`config.mk`:
```
export PLATFORM = sky130hd
export DESIGN_NAME = stuck_bus_recovery
export DESIGN_NICKNAME = d
export VERILOG_FILES = /design/src/rtl/stuck_bus_recovery.sv
export SDC_FILE = /design/constraint.sdc
export NUM_CORES = 1
export LEC_CHECK = 0
export BUFFER_PORTS_ARGS = -buffer_cell sky130_fd_sc_hd__buf_2
export CAP_MARGIN = 20
export CORE_UTILIZATION = 45
export DETAILED_ROUTE_END_ITERATION = 10
export PLACE_DENSITY_LB_ADDON = 0.1
export SLEW_MARGIN = 40
export SYNTH_ARGS = -nofsm -noshare
export SYNTH_HDL_FRONTEND = slang
export SYNTH_SLANG_ARGS = --single-unit
```
`constraint.sdc`:
```
create_clock -name clk -period 2.3 [get_ports clk]
set_input_delay 0.345 -clock clk [delete_from_list [all_inputs] [get_ports clk]]
set_output_delay 0.345 -clock clk [all_outputs]
set_load 0.005 [all_outputs]
```
`src/rtl/stuck_bus_recovery.sv`:
```
module stuck_bus_recovery #(
  parameter int TIMEOUT_CYCLES    = 3_000_000,
  parameter int GUARD_CYCLES      = 4_000,
  parameter int PULSE_LOW_CYCLES  = 5_882,
  parameter int PULSE_HIGH_CYCLES = 5_882,
  parameter int MAX_PULSES        = 16
) (
  input  logic clk,
  input  logic rst_n,
  input  logic enable,
  input  logic sda_in,
  input  logic scl_in,
  output logic disc_req,
  output logic scl_pull,
  output logic burst_active
);
  localparam int M1   = (TIMEOUT_CYCLES > GUARD_CYCLES) ? TIMEOUT_CYCLES : GUARD_CYCLES;
  localparam int M2   = (PULSE_LOW_CYCLES > PULSE_HIGH_CYCLES) ? PULSE_LOW_CYCLES : PULSE_HIGH_CYCLES;
  localparam int MAXD = (M1 > M2) ? M1 : M2;
  localparam int CW   = $clog2(MAXD + 1);
  localparam int PW   = $clog2(MAX_PULSES + 1);

  typedef enum logic [2:0] {S_WATCH, S_GUARD, S_LOW, S_HIGH, S_HOLD} state_t;

  state_t          st;
  logic [CW-1:0]   cnt;
  logic [PW-1:0]   npulse;
  logic            freed;

  wire both_high = sda_in & scl_in;
  wire to_hit    = (cnt == CW'(TIMEOUT_CYCLES - 1));
  wire grd_hit   = (cnt == CW'(GUARD_CYCLES - 1));
  wire low_hit   = (cnt == CW'(PULSE_LOW_CYCLES - 1));
  wire high_hit  = (cnt == CW'(PULSE_HIGH_CYCLES - 1));
  wire last_p    = (npulse == PW'(MAX_PULSES - 1));

  always_ff @(posedge clk or negedge rst_n) begin
    if (!rst_n) begin
      st     <= S_WATCH;
      cnt    <= '0;
      npulse <= '0;
      freed  <= 1'b0;
    end else if (!enable) begin
      st     <= S_WATCH;
      cnt    <= '0;
      npulse <= '0;
      freed  <= 1'b0;
    end else begin
      unique case (st)
        S_WATCH: begin
          if (both_high)   cnt <= '0;
          else if (to_hit) begin st <= S_GUARD; cnt <= '0; end
          else             cnt <= cnt + 1'b1;
        end
        S_GUARD: begin
          if (grd_hit) begin
            st     <= S_LOW;
            cnt    <= '0;
            npulse <= '0;
          end else cnt <= cnt + 1'b1;
        end
        S_LOW: begin
          if (low_hit) begin
            st    <= S_HIGH;
            cnt   <= '0;
            freed <= 1'b0;
          end else cnt <= cnt + 1'b1;
        end
        S_HIGH: begin
          if (both_high) freed <= 1'b1;
          if (high_hit) begin
            cnt <= '0;
            if (freed || both_high || last_p) st <= S_HOLD;
            else begin
              st     <= S_LOW;
              npulse <= npulse + 1'b1;
            end
          end else cnt <= cnt + 1'b1;
        end
        S_HOLD: begin
          if (both_high)   begin st <= S_WATCH; cnt <= '0; end
          else if (to_hit) begin st <= S_GUARD; cnt <= '0; end
          else             cnt <= cnt + 1'b1;
        end
        default: begin
          st  <= S_WATCH;
          cnt <= '0;
        end
      endcase
    end
  end

  assign disc_req     = (st != S_WATCH);
  assign scl_pull     = (st == S_LOW);
  assign burst_active = (st == S_LOW) || (st == S_HIGH);
endmodule

```
==> results list <==
* Count of final max-slew check failures: 0
* Area overhead of the layout relative to synthesis: 18.9%
* Total internal power: 0.794 mW
- The share of total power dissipated in the clock network is 39.8%.
- Starting density of the core: 47.5%
- Count of maximum capacitance violations: 0
* Worst-case headroom to the max-slew limit: 53.3%
- Cells after Synth: 205
* Number of antenna violations at the first check in global routing: 0
- Setup repair after global routing could not meet its margin everywhere.
- Root cell of the clock tree: sky130_fd_sc_hd__clkbuf_8
- Clock tree from TritonCTS: built
- Post-synthesis async set-or-reset flop share: 100%
* Worst setup margin: -18.9 ps
- For the finished layout, the period the worst path requires is 2320 ps.
- Among all flip-flop cells after synthesis, the most frequent one is sky130_fd_sc_hd__dfrtp_1.
* Fraction of final layout cells with drive strength greater than 1: 29.3%
- Hold_buf cts: 0
- Port buffering added 7 buffers.
- The final critical path takes up 101% of the cycle.
- Via count of the first global-routing pass: 1473
- Of the total power, the share spent switching nets is 24.5%.
* CTS Sinks: 31
- After synthesis the netlist holds a flip-flop and latch count of 31.
- DIE WIDTH: 67.2 um
- For this design the static power due to leakage is 0.915 nW.
- Cell area after synthesis: 1910 sq um
* Net count after synthesis: 214
* Share of synthesized area occupied by flip-flops and latches: 40.6%
* Sum of negative setup slack: -99.5 ps
* Transition at the pin with the smallest max-transition slack: 700 ps
* Number of diodes added for antenna fixing: 0
* DPL Wire Length: 2810 um
* Area of the die: 4510 sq um
- Hold violation total from the final report: 0
- After detailed routing, the number of remaining DRC violations is 0.
- For the worst setup path, the data required time is 2470 ps.
- The largest single stage delay on the critical path is 570 ps.
- After detailed routing, the number of vias per cell comes to 5.66.
- The final reports fail on setup timing.
* Number of violations reported at the end of detailed-routing iteration 0: 69
* Maximum operating frequency: 431 MHz
* Synth warn: 0
* Num rows: 23
- Outcome: finished with violations
- Post-synth EDFFs: 0
- Across all register-to-register paths, the minimum setup slack is -20 ps.
* Chip Height: 67.2 um
- The worst register-to-register path ends at cnt[20].
* Maximum buffer depth of the clock tree: 2
- FF-to-FF Start: cnt[15]
* Register share of total power: 52.4%
* Vias post-DR: 1580
- On the critical path the largest part of the delay comes from simple AND/OR/NAND/NOR gates.
- The path class of the tightest hold or removal check is in -> async.
- The slowest stage of the critical path belongs to the cell sky130_fd_sc_hd__or4_4.
* Final core utilization: 56.4%
- Fill cells in the final layout number 382.
- The library cell used most frequently in the layout, excluding fill and tap cells, is sky130_fd_sc_hd__dfrtp_1.
- The signal on the critical path passes through or4_4 > nor4_4 > a211oi_2 > a211oi_4 > buf_6 > clkbuf_16 > nor2_4.
- Remaining number of nets flagged by the antenna check after routing: 0
* Arrival time of the worst setup path: 2490 ps
* Maximum number of pins on one net before global-route repair: 32
* Post-Route Hold Slack: 99.7 ps
* Most used cells in the layout excluding fill and tap cells: sky130_fd_sc_hd__dfrtp_1, sky130_fd_sc_hd__xnor2_1, sky130_fd_sc_hd__nand2_1, sky130_fd_sc_hd__nor2_1, sky130_fd_sc_hd__buf_4
- Insertion delay of the later-clocked pin in the worst-skew pair: 290 ps
- After global routing the overflow that remains totals 0.
- IR analysis of the VDD net gives a maximum drop of 0.000348 V.
- After detailed routing, the average wire length per cell comes to 15.0 um.
- STA classifies the critical path endpoint as a flip-flop.
- First-pass GRT wire length: 6730 um
* Power Dens Cells: 462 nW/um^2
- Category of the worst setup path launch point: flip-flop
- Combinational Power Share: 7.8%
- Top-level port count: 8
- Counting the buffers created by CTS gives 5.
- In this run the worst path has a maximum fanout of 6.
* Classification of the worst setup path: reg -> reg
- Clock slew at reported path FFs: 70 ps
* Final count of negative-setup-slack endpoints: 9
* Count of different cell masters after synthesis: 52
- Detailed-route wire length: 4190 um
- Global-route usage over all layers: 20.3%
* Critical path buffer and inverter count: 2
- In the final design database the tool counted 237 nets.
- NetSw: 0.257 mW
- Final estimated routing congestion in global placement: 0.840
* H-tree depth reported by CTS: 2
* First-pass iteration count of the detailed router: 4
* Depth of the worst register-to-register path: 7
- After synthesis, the mean cell area works out to 9.33 sq um.
* Placeable core region: 4030 sq um
- Clock skew on the completed layout was measured at 6.17 ps.
metrics by stage:
stage / cell area, sq um / total power, mW / instances / worst slack (ps)
2_1_floorplan: 1910 / 0.598 / 205 / 138
6_report: 2270 / 1.05 / 279 / -18.9
4_1_cts: 2140 / 1.04 / 271 / 3.41
3_3_place_gp: 2050 / 0.623 / 263 / 45.0
3_5_place_dp: 2050 / 0.625 / 263 / -28.0
5_1_grt: 2270 / 1.09 / 279 / -67.2
registers in the layout, summed over array words and instances, names as in the netlist:
name	cells
npulse	5
st	3
cnt	22
freed	1
cell usage after synthesis, drive strengths merged, types with 2 or more instances:
| library cell | n | area [sq um] |
|---|---|---|
| nand3 | 13 | 65.1 |
| a211oi | 7 | 57.6 |
| and2 | 2 | 12.5 |
| xor2 | 3 | 26.3 |
| and4 | 2 | 18.8 |
| nor2 | 35 | 181 |
| xnor2 | 17 | 149 |
| nor2b | 2 | 12.5 |
| nand4 | 3 | 18.8 |
| ha | 4 | 50.1 |
| o21ai | 7 | 35.0 |
| clkbuf | 8 | 40.0 |
| a21oi | 2 | 10.0 |
| nor4 | 4 | 46.3 |
| buf | 2 | 22.5 |
| or4 | 3 | 30.0 |
| nand4b | 2 | 17.5 |
| mux2i | 2 | 20.0 |
| inv | 9 | 33.8 |
| dfrtp | 31 | 776 |
| and3 | 4 | 26.3 |
| or4bb | 2 | 22.5 |
| nor3 | 6 | 30.0 |
| nand2 | 17 | 66.3 |
kinds of logic (layout without fill, tap and decap cells):
group | Yosys count | after routing | synth area share (%)
compound gates | 25 | 25 | 9.16
xor+xnor | 20 | 20 | 9.16
fa+ha+maj | 4 | 4 | 2.62
buf+inv | 19 | 43 | 5.04
flops | 31 | 31 | 40.6
mux | 2 | 2 | 1.05
simple gates | 104 | 104 | 32.4
routing by layer:
metal	vias to the layer above	global-route usage [%]	wire [um]
li1	763	-	-
met1	770	24.3	1780
met2	38	35.4	2150
met3	9	4.56	181
met4	0	7.18	78
met5	-	0	0
layout make-up:
type,instances,area (sq um),area share (%)
well taps,50,62.6,2.75
multi-input cells,155,1100,48.6
flip-flops and latches,31,776,34.1
inverters,9,33.8,1.49
clock inverters,1,5.00,0.220
clock buffers,7,76.3,3.36
repair buffers,26,215,9.47
worst max-delay path by stage:
stage,endpoint,depth (start not counted),from
5_1_grt,cnt[20],7,cnt[15]
2_1_floorplan,cnt[13],6,cnt[15]
3_3_place_gp,cnt[2],6,cnt[17]
6_report,cnt[20],7,cnt[15]
3_5_place_dp,cnt[21],6,cnt[6]
4_1_cts,cnt[21],6,cnt[17]
power by group through the flow:
stage	sequential (mW)	clock (mW)	combinational, mW
after CTS	0.551	0.429	0.0639
after detailed placement	0.562	0	0.0632
final	0.551	0.418	0.0818
after global routing	0.551	0.449	0.0901
after global placement	0.561	0	0.0617
after floorplan	0.562	0	0.0364
repair_timing:
item                       CTS  global route
gates resized for setup      2            10
buffers inserted             0             6
pin swaps                    1            10
gates cloned                 0             2
setup endpoints to repair   22            26
Power figures use the tool's default switching activity.
